==> src/rtl/pwm_ctl_pkg.sv <==
package pwm_ctl_pkg;

  typedef struct packed {
    logic cm;
    logic oc;
    logic aux;
  } stop_req_t;

  function automatic int unsigned lesser(input int unsigned a, input int unsigned b);
    return (a < b) ? a : b;
  endfunction

  function automatic int unsigned ramp_at(input int unsigned base, input int unsigned count);
    return base + count;
  endfunction

  function automatic int unsigned ss_advance(input int unsigned lvl, input int unsigned step,
                                             input int unsigned ceil);
    int unsigned nxt;
    nxt = lvl + step;
    return (nxt > ceil) ? ceil : nxt;
  endfunction

  function automatic logic hyst_next(input logic state, input int unsigned lvl,
                                     input int unsigned on_th, input int unsigned off_th);
    if (lvl >= on_th) return 1'b1;
    if (lvl < off_th) return 1'b0;
    return state;
  endfunction

endpackage

==> src/rtl/pwm_timebase.sv <==
module pwm_timebase #(
  parameter int PERIOD = 64,
  parameter int ON_MAX = 48,
  parameter int CW     = 6
) (
  input  logic          clk,
  input  logic          rst_n,
  output logic [CW-1:0] cnt,
  output logic          period_start,
  output logic          period_end,
  output logic          on_window
);
  localparam logic [CW-1:0] LAST = CW'(PERIOD - 1);

  logic [CW-1:0] cnt_q;

  always_ff @(posedge clk or negedge rst_n) begin
    if (!rst_n)             cnt_q <= '0;
    else if (cnt_q == LAST) cnt_q <= '0;
    else                    cnt_q <= cnt_q + 1'b1;
  end

  assign cnt          = cnt_q;
  assign period_start = (cnt_q == '0);
  assign period_end   = (cnt_q == LAST);
  assign on_window    = (32'(cnt_q) < ON_MAX);
endmodule

==> src/rtl/pwm_supply_mon.sv <==
module pwm_supply_mon
  import pwm_ctl_pkg::*;
#(
  parameter int VW     = 8,
  parameter int VS_ON  = 200,
  parameter int VS_OFF = 160
) (
  input  logic          clk,
  input  logic          rst_n,
  input  logic [VW-1:0] vs_level,
  output logic          supply_ok
);
  logic sup_q;
  logic sup_d;

  assign sup_d = hyst_next(sup_q, 32'(vs_level), VS_ON, VS_OFF);

  always_ff @(posedge clk or negedge rst_n) begin
    if (!rst_n) sup_q <= 1'b0;
    else        sup_q <= sup_d;
  end

  assign supply_ok = sup_d;
endmodule

==> src/rtl/pwm_softstart.sv <==
module pwm_softstart
  import pwm_ctl_pkg::*;
#(
  parameter int DW      = 8,
  parameter int SS_STEP = 4,
  parameter int SS_MAX  = 48,
  parameter int SS_LOW  = 6
) (
  input  logic          clk,
  input  logic          rst_n,
  input  logic          fault_now,
  input  logic          period_end,
  output logic [DW-1:0] ss_lvl,
  output logic          ss_low
);
  logic [DW-1:0] ss_q;

  always_ff @(posedge clk or negedge rst_n) begin
    if (!rst_n)          ss_q <= '0;
    else if (fault_now)  ss_q <= '0;
    else if (period_end) ss_q <= DW'(ss_advance(32'(ss_q), SS_STEP, SS_MAX));
  end

  assign ss_lvl = ss_q;
  assign ss_low = (32'(ss_q) < SS_LOW);
endmodule

==> src/rtl/pwm_latches.sv <==
module pwm_latches
  import pwm_ctl_pkg::*;
#(
  parameter bit SKIP_EN = 1'b1
) (
  input  logic      clk,
  input  logic      rst_n,
  input  logic      period_start,
  input  logic      period_end,
  input  logic      on_window,
  input  logic      duty_end,
  input  stop_req_t stop_req,
  input  logic      fault_now,
  input  logic      ss_low,
  output logic      pulse_en,
  output logic      fault_ok,
  output logic      skip_q
);
  logic any_stop;
  logic set_ok;
  logic pulse_q;
  logic fault_q;

  assign any_stop = duty_end | stop_req.cm | stop_req.oc | stop_req.aux;
  assign set_ok   = period_start & ~skip_q;

  // turn-off latch: reset dominates set
  always_ff @(posedge clk or negedge rst_n) begin
    if (!rst_n)          pulse_q <= 1'b0;
    else if (any_stop)   pulse_q <= 1'b0;
    else if (set_ok)     pulse_q <= 1'b1;
    else if (!on_window) pulse_q <= 1'b0;
  end

  // fault latch: any fault dominates re-arm
  always_ff @(posedge clk or negedge rst_n) begin
    if (!rst_n)         fault_q <= 1'b0;
    else if (fault_now) fault_q <= 1'b0;
    else if (ss_low)    fault_q <= 1'b1;
  end

  generate
    if (SKIP_EN) begin : g_skip
      logic oc_seen;
      logic oc_prev;
      logic skip_r;
      logic oc_hit;

      assign oc_hit = oc_seen | stop_req.oc;

      always_ff @(posedge clk or negedge rst_n) begin
        if (!rst_n) begin
          oc_seen <= 1'b0;
          oc_prev <= 1'b0;
          skip_r  <= 1'b0;
        end else if (period_end) begin
          skip_r  <= oc_hit & oc_prev;
          oc_prev <= oc_hit;
          oc_seen <= 1'b0;
        end else begin
          oc_seen <= oc_hit;
        end
      end

      assign skip_q = skip_r;
    end else begin : g_noskip
      assign skip_q = 1'b0;
    end
  endgenerate

  assign pulse_en = pulse_q;
  assign fault_ok = fault_q;
endmodule

==> src/rtl/pwm_fault_ctl.sv <==
module pwm_fault_ctl
  import pwm_ctl_pkg::*;
#(
  parameter int DW       = 8,
  parameter int VW       = 8,
  parameter int PERIOD   = 64,
  parameter int ON_MAX   = 48,
  parameter int RAMP_MIN = 8,
  parameter int SS_STEP  = 4,
  parameter int SS_MAX   = 48,
  parameter int SS_LOW   = 6,
  parameter int VS_ON    = 200,
  parameter int VS_OFF   = 160,
  parameter bit SKIP_EN  = 1'b1
) (
  input  logic          clk,
  input  logic          rst_n,
  input  logic [DW-1:0] duty_cmd,
  input  logic          cm_trip,
  input  logic          oc_trip,
  input  logic          aux_oc_trip,
  input  logic          ov_flag,
  input  logic          uv_flag,
  input  logic          ref_oc_flag,
  input  logic [VW-1:0] vs_level,
  output logic          gate_out
);
  localparam int CW = $clog2(PERIOD);

  logic [CW-1:0] cnt;
  logic          period_start;
  logic          period_end;
  logic          on_window;
  logic          supply_ok;
  logic [DW-1:0] ss_lvl;
  logic          ss_low;
  logic          pulse_en;
  logic          fault_ok;
  logic          skip_q;
  logic          fault_now;
  logic          duty_end;
  int unsigned   ramp_now;
  int unsigned   limit_now;
  stop_req_t     stops;

  pwm_timebase #(.PERIOD(PERIOD), .ON_MAX(ON_MAX), .CW(CW)) u_tb (
    .clk(clk), .rst_n(rst_n), .cnt(cnt), .period_start(period_start),
    .period_end(period_end), .on_window(on_window)
  );

  pwm_supply_mon #(.VW(VW), .VS_ON(VS_ON), .VS_OFF(VS_OFF)) u_sup (
    .clk(clk), .rst_n(rst_n), .vs_level(vs_level), .supply_ok(supply_ok)
  );

  assign fault_now = ov_flag | uv_flag | ref_oc_flag | ~supply_ok;

  pwm_softstart #(.DW(DW), .SS_STEP(SS_STEP), .SS_MAX(SS_MAX), .SS_LOW(SS_LOW)) u_ss (
    .clk(clk), .rst_n(rst_n), .fault_now(fault_now), .period_end(period_end),
    .ss_lvl(ss_lvl), .ss_low(ss_low)
  );

  assign ramp_now  = ramp_at(RAMP_MIN, 32'(cnt));
  assign limit_now = lesser(32'(duty_cmd), 32'(ss_lvl));
  assign duty_end  = (ramp_now >= limit_now);

  assign stops.cm  = cm_trip;
  assign stops.oc  = oc_trip;
  assign stops.aux = aux_oc_trip;

  pwm_latches #(.SKIP_EN(SKIP_EN)) u_lat (
    .clk(clk), .rst_n(rst_n), .period_start(period_start), .period_end(period_end),
    .on_window(on_window), .duty_end(duty_end), .stop_req(stops),
    .fault_now(fault_now), .ss_low(ss_low), .pulse_en(pulse_en),
    .fault_ok(fault_ok), .skip_q(skip_q)
  );

  assign gate_out = pulse_en & on_window & fault_ok & ~fault_now;
endmodule

==> config.mk <==
export PLATFORM = sky130hd
export DESIGN_NAME = pwm_fault_ctl
export DESIGN_NICKNAME = d
export VERILOG_FILES = /design/src/rtl/pwm_ctl_pkg.sv /design/src/rtl/pwm_timebase.sv /design/src/rtl/pwm_supply_mon.sv /design/src/rtl/pwm_softstart.sv /design/src/rtl/pwm_latches.sv /design/src/rtl/pwm_fault_ctl.sv
export SDC_FILE = /design/constraint.sdc
export NUM_CORES = 1
export LEC_CHECK = 0
export ABC_AREA = 1
export BUFFER_PORTS_ARGS = -buffer_cell sky130_fd_sc_hd__clkbuf_2
export CAP_MARGIN = 30
export CORE_AREA = 3 3 48 59
export CTS_BUF_LIST = sky130_fd_sc_hd__clkbuf_8
export DETAILED_ROUTE_END_ITERATION = 16
export DIE_AREA = 0 0 51 62
export HOLD_SLACK_MARGIN = 0.15
export PLACE_DENSITY = 0.8
export SLEW_MARGIN = 20
export SYNTH_ARGS = -nofsm -noshare
export SYNTH_HDL_FRONTEND = slang
export SYNTH_SLANG_ARGS = --single-unit
==> constraint.sdc <==
create_clock -name clk -period 3.2 [get_ports clk]
set_clock_uncertainty 0.1 [all_clocks]
set_input_delay 0.48 -clock clk [delete_from_list [all_inputs] [get_ports clk]]
set_output_delay 0.48 -clock clk [all_outputs]
set_load 0.005 [all_outputs]
Word level (Yosys, flattened, before mapping)
Cells that the tools add are included.
- memories: 0
- RAM bits: 0
- input bits: 24
- memory bits (read-only): 0
- register bits after elaboration: 20
- bits in latches: 0
- mux-type cells: 18
- magnitude comparators: 7
- bitwise operators: 15
- $mul: 0
- $add $sub $neg: 3
- equal/unequal tests: 2
- shifts and indexed selects: 0
- reduce and logical (&&, ||, !) cells: 3
- div/mod/pow operators: 0
- operators by type and width (cell ; count):
    8-bit 2-to-1 mux ; 4
    1-bit 2-to-1 mux ; 13
    8-bit by 3-bit adder with 9-bit output, second input constant ; 1
    9-bit by 6-bit greater-than comparator with 1-bit output, second input constant ; 1
    7-bit by 8-bit >= comparator with 1-bit output ; 1
    8-bit >= comparator, second input constant ; 1
    8-bit by 3-bit less-than comparator with 1-bit output, second input constant ; 1
    8-bit less-than comparator ; 1
    8-bit less-than comparator, second input constant ; 1
    4-bit by 6-bit adder with 7-bit output, first input constant ; 1
    1-bit bitwise OR ; 7
    6-bit by 1-bit adder with 6-bit output, second input constant ; 1
    6-bit == test, second input constant ; 1
    6-bit logical NOT ; 1
    6-bit less-than comparator, second input constant ; 1
    6-bit 2-to-1 mux ; 1
    1-bit AND ; 5
    2-bit nonzero test ; 2
    3-bit by 1-bit inequality test with 1-bit output, second input constant ; 1
    1-bit inverter ; 3

Logic depth before layout (Yosys ltp)
Gate-level depths: netlist of run 1.
- depth in word-level cells: 9
- gate-level depth with buffers: 16
- gate-level depth less buffers: 15

By module
A second synthesis of run 1 with hierarchy kept.
- cells, all modules: 216
- area total of the unflattened synthesis: 1515.2 um^2
- modules (own cells, without submodules) (module ; times used ; cells each ; area each (um^2) ; sequential area each (um^2)):
    pwm_fault_ctl ; 1 ; 82 ; 513.0 ; 0.0
    pwm_softstart ; 1 ; 62 ; 425.4 ; 150.1
    pwm_timebase ; 1 ; 34 ; 292.8 ; 150.1
    pwm_latches ; 1 ; 27 ; 220.2 ; 125.1
    pwm_supply_mon ; 1 ; 11 ; 63.8 ; 25.0

Worst setup path before layout of run 1
No wires, ideal clock.
- path type: input to register
- start point: input duty_cmd[7]
- end point: register u_lat.pulse_q, in the netlist u_lat.pulse_en
- cell stages on the path: 14
- library setup time: 0.114 ns
- path slack: 0.800 ns
- required time: 2.986 ns
- buffers on the path: 1
- data arrival time: 2.186 ns
- path through: ha_1 -> nand2_1 -> inv_1 -> a21oi_2 -> nand2_1 -> clkbuf_1 -> nand2_1 -> o21ai_0 -> ha_1 -> inv_1 -> o31ai_1 -> nand4_1 -> nand3_1 -> nor2_1
- word-level cells in the longest chain between the ends: 7
- RTL lines (element ; line ; text):
    start: declaration ; pwm_fault_ctl.sv:18 ; input logic [DW-1:0] duty_cmd,
    8-bit less-than comparator ; pwm_ctl_pkg.sv:10 ; return (a < b) ? a : b;
    8-bit 2-to-1 mux (*) ; pwm_ctl_pkg.sv:10 ;
    7-bit by 8-bit >= comparator with 1-bit output (*) ; pwm_fault_ctl.sv:64 ; assign duty_end = (ramp_now >= limit_now);
    1-bit bitwise OR (*) (3 in series) ; pwm_latches.sv:24 ; assign any_stop = duty_end | stop_req.cm | stop_req.oc | stop_req.aux;
    3-bit by 1-bit inequality test with 1-bit output (no source line) or 1-bit 2-to-1 mux (tied branches) ; - ;
    end signal: assignment ; pwm_latches.sv:29 ; if (!rst_n) pulse_q <= 1'b0;
    end signal: assignment ; pwm_latches.sv:30 ; else if (any_stop) pulse_q <= 1'b0;
    end signal: assignment ; pwm_latches.sv:31 ; else if (set_ok) pulse_q <= 1'b1;
    end: declaration ; pwm_latches.sv:21 ; logic pulse_q;
Mark *: on every way between the ends. The rest lies on a longest branch, timed or not.
A chain may end at the register's enable or synchronous reset.

Worst setup path in the final report of run 1
- start point: register u_ss.ss_q[5], in the netlist u_ss.ss_lvl[5]
- end point: register u_lat.pulse_q, in the netlist u_lat.pulse_en
- word-level cells in the longest chain between the ends: 7
- RTL lines (element ; line ; text):
    start: declaration ; pwm_softstart.sv:16 ; logic [DW-1:0] ss_q;
    start signal: assignment ; pwm_softstart.sv:21 ; else if (period_end) ss_q <= DW'(ss_advance(32'(ss_q), SS_STEP, SS_MAX));
    8-bit less-than comparator ; pwm_ctl_pkg.sv:10 ;
    8-bit 2-to-1 mux (*) ; pwm_ctl_pkg.sv:10 ;
    7-bit by 8-bit >= comparator with 1-bit output (*) ; pwm_fault_ctl.sv:64 ;
    1-bit bitwise OR (*) (3 in series) ; pwm_latches.sv:24 ;
    3-bit by 1-bit inequality test with 1-bit output (no source line) or 1-bit 2-to-1 mux (tied branches) ; - ;
Marked as above.

==> impl_results.rst, run 1 <==
.. list-table::
   :header-rows: 1

   * - Metric
     - Value
   * - Status
     - finished clean
   * - Type of the setup path with the least slack
     - reg2reg
   * - Fill cell total of the finished layout
     - 191
   * - Core Area
     - 0.00231 mm²
   * - Setup crit start kind
     - flop
   * - Share of the core filled with cells in the final layout
     - 66.3%
   * - Power spent charging and discharging nets
     - 117 µW
   * - Row cnt
     - 19
   * - Uppermost metal layer occupied by signal nets
     - met4
   * - Tmin final
     - 2.68 ns
   * - Maximum operating frequency
     - 374 MHz
   * - Hold_ws
     - 0.364 ns
   * - Nets@finish
     - 237
   * - Final max-slew violation count
     - 0
   * - Synth Net Count
     - 211
   * - Tot GR Track Use
     - 19.9%
   * - Cell taking the most area after synthesis
     - dfrtp_1
   * - Antenna violations before repair
     - 0
   * - Area growth from synthesis to layout
     - 15.5%
   * - Buf/Inv on CP
     - 2
   * - Cell occurring most often along the worst timing path
     - nand2_1
   * - Placer's final routability congestion estimate
     - 0.864
   * - Delay of the slowest cell on the worst path
     - 0.40 ns
   * - Element type at the critical path end
     - flop
   * - Overall overflow remaining after global route
     - 0
   * - Num CTS Buffers
     - 3
   * - Number of flops mapped to enable cells by yosys
     - 0
   * - Total length of routed met3 wires
     - 124 µm
   * - Clk Tree Root Cell
     - clkbuf_8
   * - Wire length the detailed router placed on met1
     - 1200 µm
   * - Worst IR drop on VDD
     - 0.000276 V
   * - Switching power as a share of total power
     - 24.2%
   * - Post-synthesis instance area
     - 0.00132 mm²
   * - Clock tree from TritonCTS
     - done
   * - Gate power share
     - 13.4%
   * - Port Buffer Count
     - 21
   * - CTS H-tree depth
     - 1
   * - Largest net degree at the start of global routing
     - 19
   * - Power Total
     - 481 µW
   * - Via count of the routed design
     - 1179
   * - Static leakage
     - 0.803 nW
   * - Worst-Skew Late Latency
     - 0.26 ns
   * - Largest delay share family, worst path
     - simple AND/OR/NAND/NOR gates
   * - TNS Setup
     - 0 ns
   * - Hold violation total from the final report
     - 0
   * - Largest fanout on the critical path
     - 12
   * - Number of max-cap violations
     - 0
   * - Post-synthesis register bit count
     - 18
   * - Critical-path cell with the highest stage delay
     - dfrtp_1
   * - Main synth FF type
     - dfrtp_1
   * - Part of the total power dissipated in the clock network
     - 39.1%
   * - Clock-pin slew of the registers on the worst-case setup and hold paths
     - 0.07 ns
   * - Final routed wire length divided by cell count
     - 12.1 µm
   * - Height of the die
     - 62 µm
   * - Initial core utilization
     - 57.4%
   * - Antenna diode count
     - 0
   * - Worst-Margin Slew
     - 0.451 ns
   * - Proportion of register bits with asynchronous set or reset after synthesis
     - 100%
   * - Floorplan die area
     - 0.00316 mm²
   * - Initial drt markers
     - 24
   * - Final-report setup violation count
     - 0
   * - Die extent in x
     - 51 µm
   * - Gate count after technology mapping
     - 169
   * - First-pass GRT wire length
     - 4800 µm
   * - Area share of the largest cell type after synthesis
     - 34.0%
   * - Dominant cell by count in the synthesized netlist
     - nand2_1
   * - Portion of the post-synthesis area used by sequential elements
     - 34.0%
   * - Int Power
     - 365 µW
   * - Ratio of final minimum period to clock period
     - 83.6%
   * - Post-detailed-route DRC marker count
     - 0
   * - I/O pins
     - 25
   * - Routed length on met2
     - 1340 µm
   * - RSZ-0062 raised after global routing
     - false
   * - Series of cell instances along the critical path
     - inv_1 > ha_1 > nand2_1 > nand2_1 > a21oi_2 > nand2_1 > nand2_1 > o21ai_0 > ha_1 > inv_1 > o31ai_1 > nand4_1 > nand3_1 > nor2_1
   * - Synthesis Warnings
     - 0
   * - Number of buffers on the longest clock path
     - 2
   * - Worst slew margin
     - 69.7%
   * - Cell types with the highest counts after synthesis
     - 33 x nand2_1, 29 x inv_1, 18 x dfrtp_1, 18 x ha_1, 15 x nor2_1
   * - Synth top area cells
     - dfrtp_1 34%, ha_1 17%, nand2_1 9.4%
   * - DRT antenna net count
     - 0
   * - Pwr Density
     - 315 mW/mm²
   * - Type of the tightest min-delay check
     - in2reg
   * - Unique masters post-synth
     - 28
   * - HPWL reported at the end of detailed placement
     - 2210 µm
   * - Final wirelength
     - 2720 µm
   * - Clock Sinks
     - 18
   * - Layout cell share with drive strength beyond 1
     - 16.5%
   * - Length of the first detailed-routing pass in iterations
     - 5
   * - Number of global-route vias before repair
     - 1217
   * - Average vias per placed instance
     - 5.24
   * - CP arrival
     - 2.73 ns
   * - Required time of the critical path
     - 3.25 ns
   * - Mean cell area of the mapped netlist
     - 7.83 µm²
   * - Sequential fraction of design power
     - 47.5%
[placed cells by master, fill, tap and decap left out, types with 2 or more instances in the layout]
cell	netlist	layout
xor2_1	3	3
clkbuf_2	0	21
nor3_1	5	5
dfrtp_1	18	18
ha_1	18	18
nor2_1	15	15
inv_1	29	29
nand4_1	4	4
nand2_1	33	33
nand3_1	12	12
o21ai_0	10	10
xnor2_1	2	2
a21oi_1	4	4
clkbuf_8	0	4
[metal layers]
| layer | up-vias | GRT usage (%) |
|---|---|---|
| li1 | 603 | - |
| met1 | 536 | 23.1 |
| met2 | 35 | 37.9 |
| met3 | 5 | 0.955 |
| met4 | 0 | 9.62 |
| met5 | - | 0 |
[repair_timing]
item | CTS | global route
resized for setup | 0 | 0
setup buffers | 0 | 0
hold endpoints to repair | 18 | 0
setup endpoints to repair | 0 | 0
hold buffers | 1 | 0
[worst reg2reg max path, cell delays in order (launching register included)]
cell     delay, ns
dfrtp_1       0.40
inv_1         0.13
ha_1          0.26
nand2_1       0.07
nand2_1       0.06
a21oi_2       0.16
nand2_1       0.25
nand2_1       0.12
o21ai_0       0.10
ha_1          0.31
inv_1         0.05
o31ai_1       0.24
nand4_1       0.14
nand3_1       0.12
nor2_1        0.05
[path summary, 6_finish.rpt]
kind | startpoint | to | slack [ns] | depth (start not counted)
max | u_ss.ss_lvl[5] | u_lat.pulse_en | 0.52 | 14
max in group asynchronous | rst_n | u_tb.cnt[2] | 2.08 | 2
max reg2reg | u_ss.ss_lvl[5] | u_lat.pulse_en | 0.52 | 14
min reg2reg | u_tb.cnt[0] | u_tb.cnt[0] | 0.37 | 1
min in group asynchronous | rst_n | u_ss.ss_lvl[7] | 0.60 | 2
min | aux_oc_trip | u_lat.pulse_en | 0.36 | 4
[flip-flops by register name, indices dropped and copies added (netlist names)]
name / flops
u_sup.sup_q: 1
u_lat.fault_ok: 1
u_tb.cnt: 6
u_lat.g_skip.oc_prev: 1
u_lat.pulse_en: 1
u_lat.g_skip.oc_seen: 1
u_lat.skip_q: 1
u_ss.ss_lvl: 6
[power by group through the flow]
stage	logic (mW)	clock network (mW)	registers, mW
after global placement	0.0593	0	0.233
final	0.0643	0.188	0.229
after global routing	0.0745	0.202	0.229
after CTS	0.0648	0.190	0.229
after detailed placement	0.0634	0	0.233
after floorplan	0.0364	0	0.233
[per-stage QoR]
stage	std cells	worst slack [ns]	cell area, µm²
after floorplan	169	0.800	1320
after global placement	220	0.542	1460
after detailed placement	220	0.455	1460
after CTS	225	0.550	1530
after global routing	225	0.222	1530
final	225	0.524	1530
[cells by family after synthesis]
kind of cell | after synthesis | share of synthesized area, %
simple gates | 75 | 26.6
buf+inv | 30 | 8.51
compound gates | 23 | 10.6
fa+ha+maj | 18 | 17.0
flops | 18 | 34.0
xor+xnor | 5 | 3.31
[layout make-up]
type / count / area [µm²] / area share [%]
Clock buffer: 4 / 55.1 / 3.60
Inverter: 29 / 109 / 7.12
Multi-Input combinational cell: 121 / 761 / 49.8
Timing Repair Buffer: 22 / 115 / 7.53
Tap cell: 31 / 38.8 / 2.54
Sequential cell: 18 / 450 / 29.5
Note: power is estimated with default switching activity, not from simulation.
==> run 2: changes to the inputs <==
CORE_AREA = 3 3 51 62   (was 3 3 48 59)
DIE_AREA = 0 0 54 65   (was 0 0 51 62)
PLACE_DENSITY = 0.75   (was 0.8)
clock period = 2.16 ns   (was 3.2 ns; I/O delays follow)
==> impl_results.rst, run 2 (synthesis gave the netlist of run 1 again) <==
.. list-table::
   :header-rows: 1

   * - Metric
     - Value
   * - Status
     - finished with violations
   * - Clk Tree Root Cell
     - clkbuf_8
   * - CTS H-tree depth
     - 1 (unchanged)
   * - Placed Cells incl. Taps
     - 240 (+9.1%)
   * - Via count of the routed design
     - 1293 (+9.7%)
   * - Final setup margin
     - -0.252 ns (-0.776 ns)
   * - Type of the setup path with the least slack
     - reg2reg
   * - Worst IR drop on VDD
     - 0.000500 V (+81%)
   * - Row cnt
     - 20 (+1)
   * - Clock-pin slew of the registers on the worst-case setup and hold paths
     - 0.07 ns (about the same)
   * - Worst-Skew Late Latency
     - 0.25 ns (about the same)
   * - Final wirelength
     - 3240 µm (+19%)
   * - Clock Sinks
     - 18 (unchanged)
   * - First-pass GRT wire length
     - 5060 µm (+5.3%)
   * - Initial drt markers
     - 23 (-4.2%)
   * - Initial core utilization
     - 51.4% (-6.0 points)
   * - I/O pins
     - 25 (unchanged)
   * - Final-report setup violation count
     - 1 (+1)
   * - Num CTS Buffers
     - 3 (unchanged)
   * - Reg-to-reg slack, setup
     - -0.25 ns (-0.78 ns)
   * - Largest fanout on the critical path
     - 5 (-7)
   * - Failing checks
     - negative setup slack
   * - Source of the worst register-to-register timing path
     - u_ss.ss_lvl[3]
   * - Fin cells
     - 249 (+11%)
   * - Number of buffers on the longest clock path
     - 2 (unchanged)
   * - Tmin final
     - 2.41 ns (-0.264 ns)
   * - Worst slew margin
     - 69.3% (-0.41 points)
   * - Fill cell total of the finished layout
     - 213 (+12%)
   * - Post-detailed-route DRC marker count
     - 0 (unchanged)
   * - Setup crit start kind
     - flop
   * - Final max-slew violation count
     - 0 (unchanged)
   * - Final routed wire length divided by cell count
     - 13.0 µm (+7.8%)
   * - Hold violation total from the final report
     - 0 (unchanged)
   * - Placer's final routability congestion estimate
     - 0.745 (-14%)
   * - Core Area
     - 0.00258 mm² (+12%)
   * - Placement Cell Area
     - 0.00161 mm² (+10%)
   * - Overall overflow remaining after global route
     - 0 (unchanged)
   * - Maximum operating frequency
     - 415 MHz (+11%)
   * - RSZ-0062 raised after global routing
     - true
   * - Average vias per placed instance
     - 5.19 (-0.90%)
   * - Launch instance of the worst min-delay path
     - aux_oc_trip
   * - Type of the tightest min-delay check
     - in2reg
   * - Timing startpoint of the critical path
     - u_ss.ss_lvl[3]
   * - Static leakage
     - 0.924 nW (+15%)
   * - Number of max-cap violations
     - 0 (unchanged)
   * - Area growth from synthesis to layout
     - 37.4%
   * - Antenna diode count
     - 0 (unchanged)
   * - DRT antenna net count
     - 0 (unchanged)
   * - Port Buffer Count
     - 21 (unchanged)
   * - Die extent in x
     - 54 µm (+5.9%)
   * - Element type at the critical path end
     - flop
   * - Clock tree from TritonCTS
     - done
   * - Length of the first detailed-routing pass in iterations
     - 4 (-1)
   * - Commonest non-fill, non-tap cells in the layout
     - 24 x inv_1, 24 x nand2_1, 21 x clkbuf_2, 19 x buf_4, 18 x dfrtp_1
   * - Number of global-route vias before repair
     - 1243 (+2.1%)
   * - Nets@finish
     - 259 (+9.3%)
   * - Layout cell share with drive strength beyond 1
     - 38.0% (+21 points)
   * - Largest net degree at the start of global routing
     - 19 (unchanged)
   * - Required time of the critical path
     - 2.21 ns (-1.04 ns)
   * - Antenna violations before repair
     - 0 (unchanged)
   * - Worst-Margin Slew
     - 0.460 ns (+0.00950 ns)
   * - CP arrival
     - 2.46 ns (-0.27 ns)
   * - Tot GR Track Use
     - 19.0% (-0.93 points)
   * - Floorplan die area
     - 0.00351 mm² (+11%)
   * - Ratio of final minimum period to clock period
     - 112% (+28 points)
   * - Final non-filler cell area
     - 0.00182 mm² (+19%)
   * - Height of the die
     - 65 µm (+4.8%)
   * - HPWL reported at the end of detailed placement
     - 2350 µm (+6.7%)
   * - Pwr Density
     - 414 mW/mm² (+31%)
run 2: final timing paths:
check,end,depth (start not counted)
worst max-delay path,u_lat.pulse_en,14
worst min-delay path,u_lat.pulse_en,4
worst max register to register,u_lat.pulse_en,14
worst min register to register,u_tb.cnt[0],1
max in group asynchronous,u_lat.skip_q,2
min in group asynchronous,u_ss.ss_lvl[6],2
run 2: worst max-delay path: stages (launching register included):
cell      delay [ns]
dfrtp_1         0.35
inv_1           0.06
ha_1            0.31
nand2_1         0.09
nand3b_1        0.14
nand2_2         0.11
nand2_4         0.12
buf_4           0.13
o21ai_2         0.05
ha_1            0.27
inv_1           0.06
o31ai_2         0.23
nand4_1         0.13
nand3_2         0.10
nor2_2          0.04
run 2: final cells by class:
class | instances | area, µm² | area share (%)
well taps | 33 | 41.3 | 2.27
multi-input cells | 122 | 883 | 48.6
flip-flops and latches | 18 | 450 | 24.8
repair buffers | 43 | 280 | 15.4
clock buffers | 4 | 55.1 | 3.03
inverters | 29 | 109 | 5.98
run 2: metrics by stage:
step	TNS (ns)	util, %	hold slack [ns]	power (mW)	setup slack (ns)
2_1_floorplan	-0.0522	-	-0.0716	0.403	-0.0522
3_3_place_gp	-0.228	62.6	0.183	0.445	-0.228
3_5_place_dp	-0.280	62.6	0.192	0.451	-0.280
4_1_cts	-0.145	67.2	0.201	0.736	-0.145
5_1_grt	-0.376	70.6	0.239	0.781	-0.376
6_report	-0.252	70.6	0.221	0.753	-0.252
run 2: power breakdown:
part           switching (mW)  internal, mW
clock network           0.115         0.162
logic                  0.0764        0.0615
registers            0.000351         0.338
total                   0.192         0.562
run 2: metal layers:
layer,routed length [µm],share of wire (%),track usage [%],vias to the layer above
met5,0,0,0,-
met4,53,1.6,7.48,0
met2,1700,52,33.5,22
met1,1400,43,23.0,613
met3,95,2.9,1.61,6
li1,-,-,-,652
run 2: repair_timing:
| item | in CTS | in global routing |
|---|---|---|
| hold buffers | 1 | 0 |
| endpoints found under the hold margin | 18 | 0 |
| pin swaps | 9 | 19 |
| endpoints found under the setup margin | 1 | 1 |
| buffers inserted | 2 | 1 |
| cloned | 1 | 0 |
| gates resized for setup | 9 | 22 |
